<file path="src/rtl/dsch_pkg.sv">
package dsch_pkg;
  typedef enum logic [2:0] {
    CMD_NOP = 3'd0,
    CMD_PRE = 3'd1,
    CMD_ACT = 3'd2,
    CMD_RD  = 3'd3,
    CMD_WR  = 3'd4
  } dcmd_e;
endpackage

</file>
<file path="src/rtl/dsch_bank.sv">
module dsch_bank #(
  parameter int ROW_W = 8,
  parameter int TMR_W = 2,
  parameter int T_RP  = 2,
  parameter int T_RCD = 3
) (
  input  logic             clk,
  input  logic             rst_n,
  input  logic             do_pre_i,
  input  logic             do_act_i,
  input  logic             do_col_i,
  input  logic [ROW_W-1:0] row_i,
  output logic             open_o,
  output logic [ROW_W-1:0] row_o,
  output logic             idle_o
);
  logic             open_q, open_d;
  logic [ROW_W-1:0] row_q;
  logic [TMR_W-1:0] tmr_q, tmr_d;

  always_comb begin
    open_d = open_q;
    tmr_d  = (tmr_q != '0) ? tmr_q - 1'b1 : tmr_q;
    if (do_pre_i) begin
      open_d = 1'b0;
      tmr_d  = TMR_W'(T_RP);
    end else if (do_act_i) begin
      open_d = 1'b1;
      tmr_d  = TMR_W'(T_RCD);
    end
  end

  always_ff @(posedge clk or negedge rst_n) begin
    if (!rst_n) begin
      open_q <= 1'b0;
      tmr_q  <= '0;
    end else begin
      open_q <= open_d;
      tmr_q  <= tmr_d;
    end
  end

  always_ff @(posedge clk) begin
    if (do_act_i) row_q <= row_i;
  end

  assign open_o = open_q;
  assign row_o  = row_q;
  assign idle_o = (tmr_q == '0);


  col_open_chk: assert property (@(posedge clk) disable iff (!rst_n)
    do_col_i |-> (open_q && row_q == row_i && tmr_q == '0));

  act_gap_chk: assert property (@(posedge clk) disable iff (!rst_n)
    do_act_i |-> (!open_q && tmr_q == '0));

  pre_open_chk: assert property (@(posedge clk) disable iff (!rst_n)
    do_pre_i |-> (open_q && tmr_q == '0));
endmodule

</file>
<file path="src/rtl/dsch_queue.sv">
module dsch_queue #(
  parameter int DEPTH  = 8,
  parameter int BANK_W = 2,
  parameter int ROW_W  = 8,
  parameter int COL_W  = 6,
  localparam int IDX_W = $clog2(DEPTH),
  localparam int CNT_W = $clog2(DEPTH + 1)
) (
  input  logic                             clk,
  input  logic                             rst_n,
  input  logic                             enq_i,
  input  logic [BANK_W-1:0]                enq_bank_i,
  input  logic [ROW_W-1:0]                 enq_row_i,
  input  logic [COL_W-1:0]                 enq_col_i,
  input  logic                             enq_we_i,
  input  logic                             deq_i,
  input  logic [IDX_W-1:0]                 deq_idx_i,
  output logic [DEPTH-1:0]                 vld_o,
  output logic [DEPTH-1:0][BANK_W-1:0]     bank_o,
  output logic [DEPTH-1:0][ROW_W-1:0]      row_o,
  output logic [DEPTH-1:0][COL_W-1:0]      col_o,
  output logic [DEPTH-1:0]                 we_o,
  output logic [DEPTH-1:0][IDX_W-1:0]      age_o,
  output logic                             full_o,
  output logic                             empty_o
);
  logic [DEPTH-1:0]            vld_q, vld_d;
  logic [DEPTH-1:0][IDX_W-1:0] age_q, age_d;
  logic [DEPTH-1:0][BANK_W-1:0] bank_q;
  logic [DEPTH-1:0][ROW_W-1:0]  row_q;
  logic [DEPTH-1:0][COL_W-1:0]  col_q;
  logic [DEPTH-1:0]             we_q;
  logic [CNT_W-1:0]             cnt_q, cnt_d, cnt_left;
  logic [IDX_W-1:0]             free_idx, deq_age;
  logic                         free_found;
  logic [DEPTH-1:0]             load;
  logic [DEPTH-1:0]             head_vec;

  always_comb begin
    free_idx   = '0;
    free_found = 1'b0;
    for (int i = 0; i < DEPTH; i++) begin
      if (!vld_q[i] && !free_found) begin
        free_idx   = IDX_W'(i);
        free_found = 1'b1;
      end
    end
  end

  assign deq_age  = age_q[deq_idx_i];
  assign cnt_left = cnt_q - CNT_W'(deq_i);

  always_comb begin
    cnt_d = cnt_left + CNT_W'(enq_i);
    for (int i = 0; i < DEPTH; i++) begin
      vld_d[i] = vld_q[i];
      age_d[i] = age_q[i];
      load[i]  = enq_i && (free_idx == IDX_W'(i));
      if (deq_i && deq_idx_i == IDX_W'(i)) begin
        vld_d[i] = 1'b0;
      end else if (deq_i && vld_q[i] && age_q[i] > deq_age) begin
        age_d[i] = age_q[i] - 1'b1;
      end
      if (load[i]) begin
        vld_d[i] = 1'b1;
        age_d[i] = IDX_W'(cnt_left);
      end
    end
  end

  always_ff @(posedge clk or negedge rst_n) begin
    if (!rst_n) begin
      vld_q <= '0;
      age_q <= '0;
      cnt_q <= '0;
    end else begin
      vld_q <= vld_d;
      age_q <= age_d;
      cnt_q <= cnt_d;
    end
  end

  generate
    for (genvar g = 0; g < DEPTH; g++) begin : g_slot
      always_ff @(posedge clk) begin
        if (load[g]) begin
          bank_q[g] <= enq_bank_i;
          row_q[g]  <= enq_row_i;
          col_q[g]  <= enq_col_i;
          we_q[g]   <= enq_we_i;
        end
      end
      assign head_vec[g] = vld_q[g] && (age_q[g] == '0);
    end
  endgenerate

  assign vld_o   = vld_q;
  assign bank_o  = bank_q;
  assign row_o   = row_q;
  assign col_o   = col_q;
  assign we_o    = we_q;
  assign age_o   = age_q;
  assign full_o  = (cnt_q == CNT_W'(DEPTH));
  assign empty_o = (cnt_q == '0);


  no_overflow_chk: assert property (@(posedge clk) disable iff (!rst_n)
    $countones(vld_q) == int'(cnt_q));

  oldest_unique_chk: assert property (@(posedge clk) disable iff (!rst_n)
    (|vld_q) |-> ($countones(head_vec) == 1));

  deq_live_chk: assert property (@(posedge clk) disable iff (!rst_n)
    deq_i |-> vld_q[deq_idx_i]);
endmodule

</file>
<file path="src/rtl/dsch_pick.sv">
module dsch_pick
  import dsch_pkg::*;
#(
  parameter int DEPTH     = 8,
  parameter int NUM_BANKS = 4,
  parameter int BANK_W    = 2,
  parameter int ROW_W     = 8,
  localparam int IDX_W    = $clog2(DEPTH)
) (
  input  logic                              orf_i,
  input  logic [DEPTH-1:0]                  vld_i,
  input  logic [DEPTH-1:0][BANK_W-1:0]      bank_i,
  input  logic [DEPTH-1:0][ROW_W-1:0]       row_i,
  input  logic [DEPTH-1:0]                  we_i,
  input  logic [DEPTH-1:0][IDX_W-1:0]       age_i,
  input  logic [NUM_BANKS-1:0]              open_i,
  input  logic [NUM_BANKS-1:0][ROW_W-1:0]   orow_i,
  input  logic [NUM_BANKS-1:0]              idle_i,
  output logic                              sel_vld_o,
  output logic [IDX_W-1:0]                  sel_idx_o,
  output dcmd_e                             sel_cmd_o
);
  logic [DEPTH-1:0] hit, rdy;
  logic             h_found, a_found;
  logic [IDX_W-1:0] h_idx, a_idx, h_age, a_age, s_idx;

  always_comb begin
    for (int i = 0; i < DEPTH; i++) begin
      hit[i] = open_i[bank_i[i]] && (orow_i[bank_i[i]] == row_i[i]);
      rdy[i] = vld_i[i] && idle_i[bank_i[i]] && (orf_i || age_i[i] == '0);
    end
  end

  // two age-ordered searches: open-row hits first, then any ready entry
  always_comb begin
    h_found = 1'b0; h_idx = '0; h_age = '0;
    a_found = 1'b0; a_idx = '0; a_age = '0;
    for (int i = 0; i < DEPTH; i++) begin
      if (rdy[i] && hit[i] && (!h_found || age_i[i] < h_age)) begin
        h_found = 1'b1; h_idx = IDX_W'(i); h_age = age_i[i];
      end
      if (rdy[i] && (!a_found || age_i[i] < a_age)) begin
        a_found = 1'b1; a_idx = IDX_W'(i); a_age = age_i[i];
      end
    end
    s_idx = h_found ? h_idx : a_idx;
  end

  always_comb begin
    if (!a_found)                 sel_cmd_o = CMD_NOP;
    else if (hit[s_idx])          sel_cmd_o = we_i[s_idx] ? CMD_WR : CMD_RD;
    else if (open_i[bank_i[s_idx]]) sel_cmd_o = CMD_PRE;
    else                          sel_cmd_o = CMD_ACT;
  end

  assign sel_vld_o = a_found;
  assign sel_idx_o = s_idx;
endmodule

</file>
<file path="src/rtl/dram_sched.sv">
module dram_sched
  import dsch_pkg::*;
#(
  parameter int NUM_BANKS = 4,
  parameter int DEPTH     = 8,
  parameter int ROW_W     = 8,
  parameter int COL_W     = 6,
  parameter int T_RP      = 2,
  parameter int T_RCD     = 3,
  localparam int BANK_W   = $clog2(NUM_BANKS),
  localparam int ADDR_W   = (ROW_W > COL_W) ? ROW_W : COL_W
) (
  input  logic              clk,
  input  logic              rst_n,
  input  logic              mode_orf_i,
  input  logic              req_valid_i,
  output logic              req_ready_o,
  input  logic [BANK_W-1:0] req_bank_i,
  input  logic [ROW_W-1:0]  req_row_i,
  input  logic [COL_W-1:0]  req_col_i,
  input  logic              req_write_i,
  output logic [2:0]        cmd_o,
  output logic [BANK_W-1:0] cmd_bank_o,
  output logic [ADDR_W-1:0] cmd_addr_o
);
  localparam int IDX_W = $clog2(DEPTH);
  localparam int TMAX  = (T_RP > T_RCD) ? T_RP : T_RCD;
  localparam int TMR_W = $clog2(TMAX + 2);

  logic [DEPTH-1:0]                q_vld, q_we;
  logic [DEPTH-1:0][BANK_W-1:0]    q_bank;
  logic [DEPTH-1:0][ROW_W-1:0]     q_row;
  logic [DEPTH-1:0][COL_W-1:0]     q_col;
  logic [DEPTH-1:0][IDX_W-1:0]     q_age;
  logic                            q_full, q_empty, enq, deq;
  logic [NUM_BANKS-1:0]            b_open, b_idle, do_pre, do_act, do_col;
  logic [NUM_BANKS-1:0][ROW_W-1:0] b_row;
  logic                            sel_vld;
  logic [IDX_W-1:0]                sel_idx;
  dcmd_e                           sel_cmd;
  logic [BANK_W-1:0]               sel_bank;
  logic [ROW_W-1:0]                sel_row;
  logic [COL_W-1:0]                sel_col;
  logic [2:0]                      cmd_q, cmd_d;
  logic [BANK_W-1:0]               bank_q, bank_d;
  logic [ADDR_W-1:0]               addr_q, addr_d;

  assign req_ready_o = !q_full;
  assign enq         = req_valid_i && !q_full;

  dsch_queue #(.DEPTH(DEPTH), .BANK_W(BANK_W), .ROW_W(ROW_W), .COL_W(COL_W)) u_queue (
    .clk(clk), .rst_n(rst_n),
    .enq_i(enq), .enq_bank_i(req_bank_i), .enq_row_i(req_row_i),
    .enq_col_i(req_col_i), .enq_we_i(req_write_i),
    .deq_i(deq), .deq_idx_i(sel_idx),
    .vld_o(q_vld), .bank_o(q_bank), .row_o(q_row), .col_o(q_col),
    .we_o(q_we), .age_o(q_age), .full_o(q_full), .empty_o(q_empty)
  );

  dsch_pick #(.DEPTH(DEPTH), .NUM_BANKS(NUM_BANKS), .BANK_W(BANK_W), .ROW_W(ROW_W)) u_pick (
    .orf_i(mode_orf_i), .vld_i(q_vld), .bank_i(q_bank), .row_i(q_row),
    .we_i(q_we), .age_i(q_age), .open_i(b_open), .orow_i(b_row), .idle_i(b_idle),
    .sel_vld_o(sel_vld), .sel_idx_o(sel_idx), .sel_cmd_o(sel_cmd)
  );

  assign sel_bank = q_bank[sel_idx];
  assign sel_row  = q_row[sel_idx];
  assign sel_col  = q_col[sel_idx];
  assign deq      = sel_vld && (sel_cmd == CMD_RD || sel_cmd == CMD_WR);

  generate
    for (genvar b = 0; b < NUM_BANKS; b++) begin : g_bank
      assign do_pre[b] = sel_vld && sel_cmd == CMD_PRE && sel_bank == BANK_W'(b);
      assign do_act[b] = sel_vld && sel_cmd == CMD_ACT && sel_bank == BANK_W'(b);
      assign do_col[b] = deq && sel_bank == BANK_W'(b);
      dsch_bank #(.ROW_W(ROW_W), .TMR_W(TMR_W), .T_RP(T_RP), .T_RCD(T_RCD)) u_bank (
        .clk(clk), .rst_n(rst_n),
        .do_pre_i(do_pre[b]), .do_act_i(do_act[b]), .do_col_i(do_col[b]),
        .row_i(sel_row), .open_o(b_open[b]), .row_o(b_row[b]), .idle_o(b_idle[b])
      );
    end
  endgenerate

  // one multiplexed address field: row with activate, column with access
  always_comb begin
    cmd_d  = sel_vld ? sel_cmd : CMD_NOP;
    bank_d = sel_vld ? sel_bank : '0;
    case (cmd_d)
      CMD_ACT:        addr_d = ADDR_W'(sel_row);
      CMD_RD, CMD_WR: addr_d = ADDR_W'(sel_col);
      default:        addr_d = '0;
    endcase
  end

  always_ff @(posedge clk or negedge rst_n) begin
    if (!rst_n) begin
      cmd_q  <= CMD_NOP;
      bank_q <= '0;
      addr_q <= '0;
    end else begin
      cmd_q  <= cmd_d;
      bank_q <= bank_d;
      addr_q <= addr_d;
    end
  end

  assign cmd_o      = cmd_q;
  assign cmd_bank_o = bank_q;
  assign cmd_addr_o = addr_q;


  inorder_head_chk: assert property (@(posedge clk) disable iff (!rst_n)
    (!mode_orf_i && sel_vld) |-> (q_age[sel_idx] == '0));

  mode_hold_chk: assert property (@(posedge clk) disable iff (!rst_n)
    (mode_orf_i != $past(mode_orf_i)) |-> $past(q_empty));

  one_cmd_chk: assert property (@(posedge clk) disable iff (!rst_n)
    $onehot0(do_pre | do_act | do_col));
endmodule

</file>
<file path="config.mk">
export PLATFORM = sky130hd
export DESIGN_NAME = dram_sched
export DESIGN_NICKNAME = d
export VERILOG_FILES = /design/src/rtl/dsch_pkg.sv /design/src/rtl/dsch_bank.sv /design/src/rtl/dsch_queue.sv /design/src/rtl/dsch_pick.sv /design/src/rtl/dram_sched.sv
export SDC_FILE = /design/constraint.sdc
export NUM_CORES = 1
export LEC_CHECK = 0
export BUFFER_PORTS_ARGS = -buffer_cell sky130_fd_sc_hd__buf_2
export CAP_MARGIN = 20
export CORE_ASPECT_RATIO = 0.7
export CORE_MARGIN = 4
export CORE_UTILIZATION = 58
export DETAILED_ROUTE_END_ITERATION = 10
export GPL_ROUTABILITY_DRIVEN = 0
export PLACE_DENSITY = 0.78
export SYNTH_ARGS = -nofsm -noshare
export SYNTH_HDL_FRONTEND = slang
export SYNTH_SLANG_ARGS = --single-unit
export TNS_END_PERCENT = 20
</file>
<file path="constraint.sdc">
create_clock -name clk -period 12 [get_ports clk]
set_input_delay 1.8 -clock clk [delete_from_list [all_inputs] [get_ports clk]]
set_output_delay 1.8 -clock clk [all_outputs]
set_load 0.005 [all_outputs]
</file>
==> results.txt <==
----------------------------------------------------
[Drt]
  1st-iter DRT viols ... 2348
  DR WL/cell ... 28.1 um
  Total vias in the final route ... 14.8k
  Post-DR vias/cell ... 7.02
  Detail Route Antenna Nets ... 0
  DRC violations left ... 0
  DR pass1 iterations ... 7
  Total routed wirelength ... 59.3 mm

[Critical path]
  Worst R2R Path Depth ... 75
  Crit Path Category ... reg2reg
  Required time at the worst-slack endpoint ... about 12000 ps
  Critical R2R Capture ... u_queue.age_o[20]
  R2R Setup Slk ... -980 ps
  Reg-to-reg critical path startpoint ... u_queue.bank_o[1]
  Critical Path Sink Type ... flip-flop
  Crit path arrival time ... between 10000 and 15000 ps
  Launching element type of the critical path ... flip-flop
  Capturing element of the worst setup path ... u_queue.age_o[20]
  Critical path peak fanout ... 8
  Crit-path max cell delay ... 440 ps
  Worst setup path startpoint ... u_queue.bank_o[1]
  Cell family with the largest share of critical-path delay ... compound AO/OA/AOI/OAI gates
  CP bufs+invs ... 7
  Number of logic stages on the critical path including buffering ... 75
  Slowest stage cell on the critical path ... sky130_fd_sc_hd__edfxtp_1

[Synth]
  Post-Synthesis Net Count ... between 1.5k and 2k
  Number of enable-type register cells in the synthesized netlist ... 168
  Mapped Cells ... 1430
  #FFs+latches synth ... 233
  FFs w/ async S/R, synth ... 27.9%
  Yosys warning total ... 0
  Cell area after synthesis ... 16000 um^2
  Avg Cell Area, Syn ... 11.2 um^2
  Library cells used by synthesis ... 95
  Dominant synthesized flop cell ... sky130_fd_sc_hd__edfxtp_1
  Sequential fraction of the synthesis area ... 41.6%

[Final layout]
  Antenna Cells ... 0
  Layout cells sized above 1 ... approximately 39%
  Final #Nets ... 1829
  Synthesis-to-finish area growth ... 29.6%
  Finished Core Util ... around 77%
  Non-filler instance count after layout ... 2110

[Timing]
  Final-report max-slew violation count ... 0
  Final-report setup violation count ... 116
  Tightest slew margin relative to the limit ... 24.5%
  Fmax achieved ... 0.0771 GHz
  Setup TNS ... -57310 ps
  Final Skew ... ~19 ps
  Actual slew at the worst max-slew pin ... 1130 ps
  Share of the cycle needed by the critical path after routing ... 108%
  Final critical delay including setup and external delays ... between 10000 and 15000 ps
  Number of hold-slack violations in the final timing report ... 0
  Worst hold margin ... 479 ps
  Unrepaired setup endpoints after global routing ... yes
  Post-layout worst setup margin ... -978 ps

[Global routing]
  Antenna violations before repair ... 2
  Met1 GRT Util ... about half
  GR peak layer ... met2
  Wire length of the first global-routing pass ... 83.3 mm
  Grt ovf ... 0
  Routing usage on met3 ... 16.5%
  Number of global-route vias before repair ... 14.1k
  Maximum number of pins on one net before global-route repair ... 66
  Met2 track demand over resource in global routing ... 50.6%
  Total track usage ... 36.2%

[Clock network]
  Source-to-sink clock delay at the later pin of the worst-skew pair ... about 560 ps
  Register clock-pin slew on the reported worst setup and hold paths ... ~60 ps
  Number of buffers inserted during clock tree synthesis ... 24
  Root cell of the clock tree ... sky130_fd_sc_hd__clkbuf_16
  CTS sink cnt ... about 230
  Clock tree from TritonCTS ... yes
  H-tree lvl count ... 1
  Number of hold buffers added after cts ... 0
  Maximum buffer depth of the clock tree ... 3

[Hold path]
  Classification of the worst-slack hold path ... reg2reg
  Worst hold path stage count ... 1

[Run]
  Max-cap violations ... 0

[Die]
  Overall die area ... 30400 um^2
  CORE AREA ... approximately 27000 um^2
  Num ports ... 35
  Height of the chip ... approximately 150 um
  Starting Density ... 59.5%
  Die outline width ... a little over 200 um
  Row Count ... 50

[Status]
  Status ... complete, but fails checks
  Violations in the final reports ... negative setup slack

[Placement]
  Cell total after placement ... 1960
  Post-DP HPWL ... 38.6 mm
  Number of buffer cells added on primary ports ... 34

----------------------------------------------------
cell families (layout without fill, tap and decap cells):
family	after synthesis	in the layout	synth area share (%)
muxes	190	190	15.8
and+or+nand+nor	326	326	10.3
DFF	233	233	41.6
buffers and inverters	138	454	4.04
AOI/OAI and AO/OA	343	343	15.5
xor gates and xnor gates	120	120	6.60
adders and majority gates	80	80	6.24
metal layers:
| metal | vias up | share of wire [%] |
|---|---|---|
| met1 | 7085 | 36 |
| met3 | 373 | 17 |
| li1 | 6044 | - |
| met2 | 1300 | 41 |
| met4 | 10 | 5.7 |
| met5 | - | 0.33 |
worst min path at each step:
stage | slack (ps) | from | to
6_report | 480 | u_queue.cnt_q[3] | u_queue.cnt_q[3]
3_5_place_dp | 470 | u_queue.cnt_q[3] | u_queue.cnt_q[3]
2_1_floorplan | 450 | u_queue.cnt_q[3] | u_queue.cnt_q[3]
3_3_place_gp | 470 | u_queue.cnt_q[3] | u_queue.cnt_q[3]
4_1_cts | 480 | u_queue.cnt_q[3] | u_queue.cnt_q[3]
5_1_grt | 500 | u_queue.cnt_q[3] | u_queue.cnt_q[3]
layout by cell type, fill, tap and decap left out, drive strengths merged, types with 7 or more instances in the layout:
master / n
a2111oi: 7
a21o: 24
a21oi: 88
a221o: 11
a31oi: 19
a32o: 12
and2: 11
and3: 12
buf: 342
clkbuf: 27
clkinv: 12
dfrtp: 65
edfxtp: 168
ha: 80
inv: 67
mux2: 36
mux2i: 108
mux4: 46
nand2: 82
nand2b: 8
nand3: 20
nand4: 16
nor2: 100
nor2b: 21
nor3: 17
nor4: 11
o211a: 10
o211ai: 16
o21a: 14
o21ai: 58
o22ai: 8
o31ai: 7
o32ai: 9
or3: 8
xnor2: 80
xor2: 40
cell usage after synthesis, types with 24 or more instances:
cell / n / area, um^2
sky130_fd_sc_hd__xor2_1: 40 / 350
sky130_fd_sc_hd__edfxtp_1: 168 / 5040
sky130_fd_sc_hd__mux4_2: 46 / 1040
sky130_fd_sc_hd__xnor2_1: 79 / 692
sky130_fd_sc_hd__mux2_2: 35 / 394
sky130_fd_sc_hd__nand2_1: 81 / 304
sky130_fd_sc_hd__a21o_1: 24 / 180
sky130_fd_sc_hd__clkbuf_1: 31 / 116
sky130_fd_sc_hd__nor2_1: 100 / 375
sky130_fd_sc_hd__ha_1: 80 / 1000
sky130_fd_sc_hd__dfrtp_1: 65 / 1630
sky130_fd_sc_hd__inv_1: 66 / 248
sky130_fd_sc_hd__a21oi_1: 88 / 440
sky130_fd_sc_hd__mux2i_1: 108 / 1080
sky130_fd_sc_hd__o21ai_0: 53 / 265
flip-flops by register name (all words and copies together), names as in the netlist, 12 cells and up:
name,count
g_bank.u_bank.row_o,32
g_bank.u_bank.tmr_q,12
u_queue.age_o,24
u_queue.bank_o,16
u_queue.col_o,48
u_queue.row_o,64
through the flow:
step / worst slack (ps) / area, um^2
floorplan: -213 / 16500
global placement: -744 / 18200
detailed placement: -1090 / 18200
CTS: -277 / 20000
global route: -1370 / 20800
finish: -978 / 20800
area by class of cell:
| class | instances | area (um^2) |
|---|---|---|
| Clock buffer | 26 | 608 |
| Clock inverter | 18 | 189 |
| Fill cell | 1551 | 6170 |
| Inverter | 66 | 248 |
| Multi-Input combinational cell | 1059 | 9890 |
| Sequential cell | 233 | 6670 |
| Tap cell | 364 | 455 |
| Timing Repair Buffer | 344 | 2730 |
repair_timing:
| item | CTS | global route |
|---|---|---|
| resized for setup | 78 | 133 |
| pin swaps | 68 | 81 |
| buffers inserted | 76 | 28 |
| cloned | 1 | 0 |
| setup endpoints to repair | 96 | 119 |
Power is left out: the tool's default activity adds up to more than one toggle a clock period on the data nets, which glitch-free logic cannot reach.
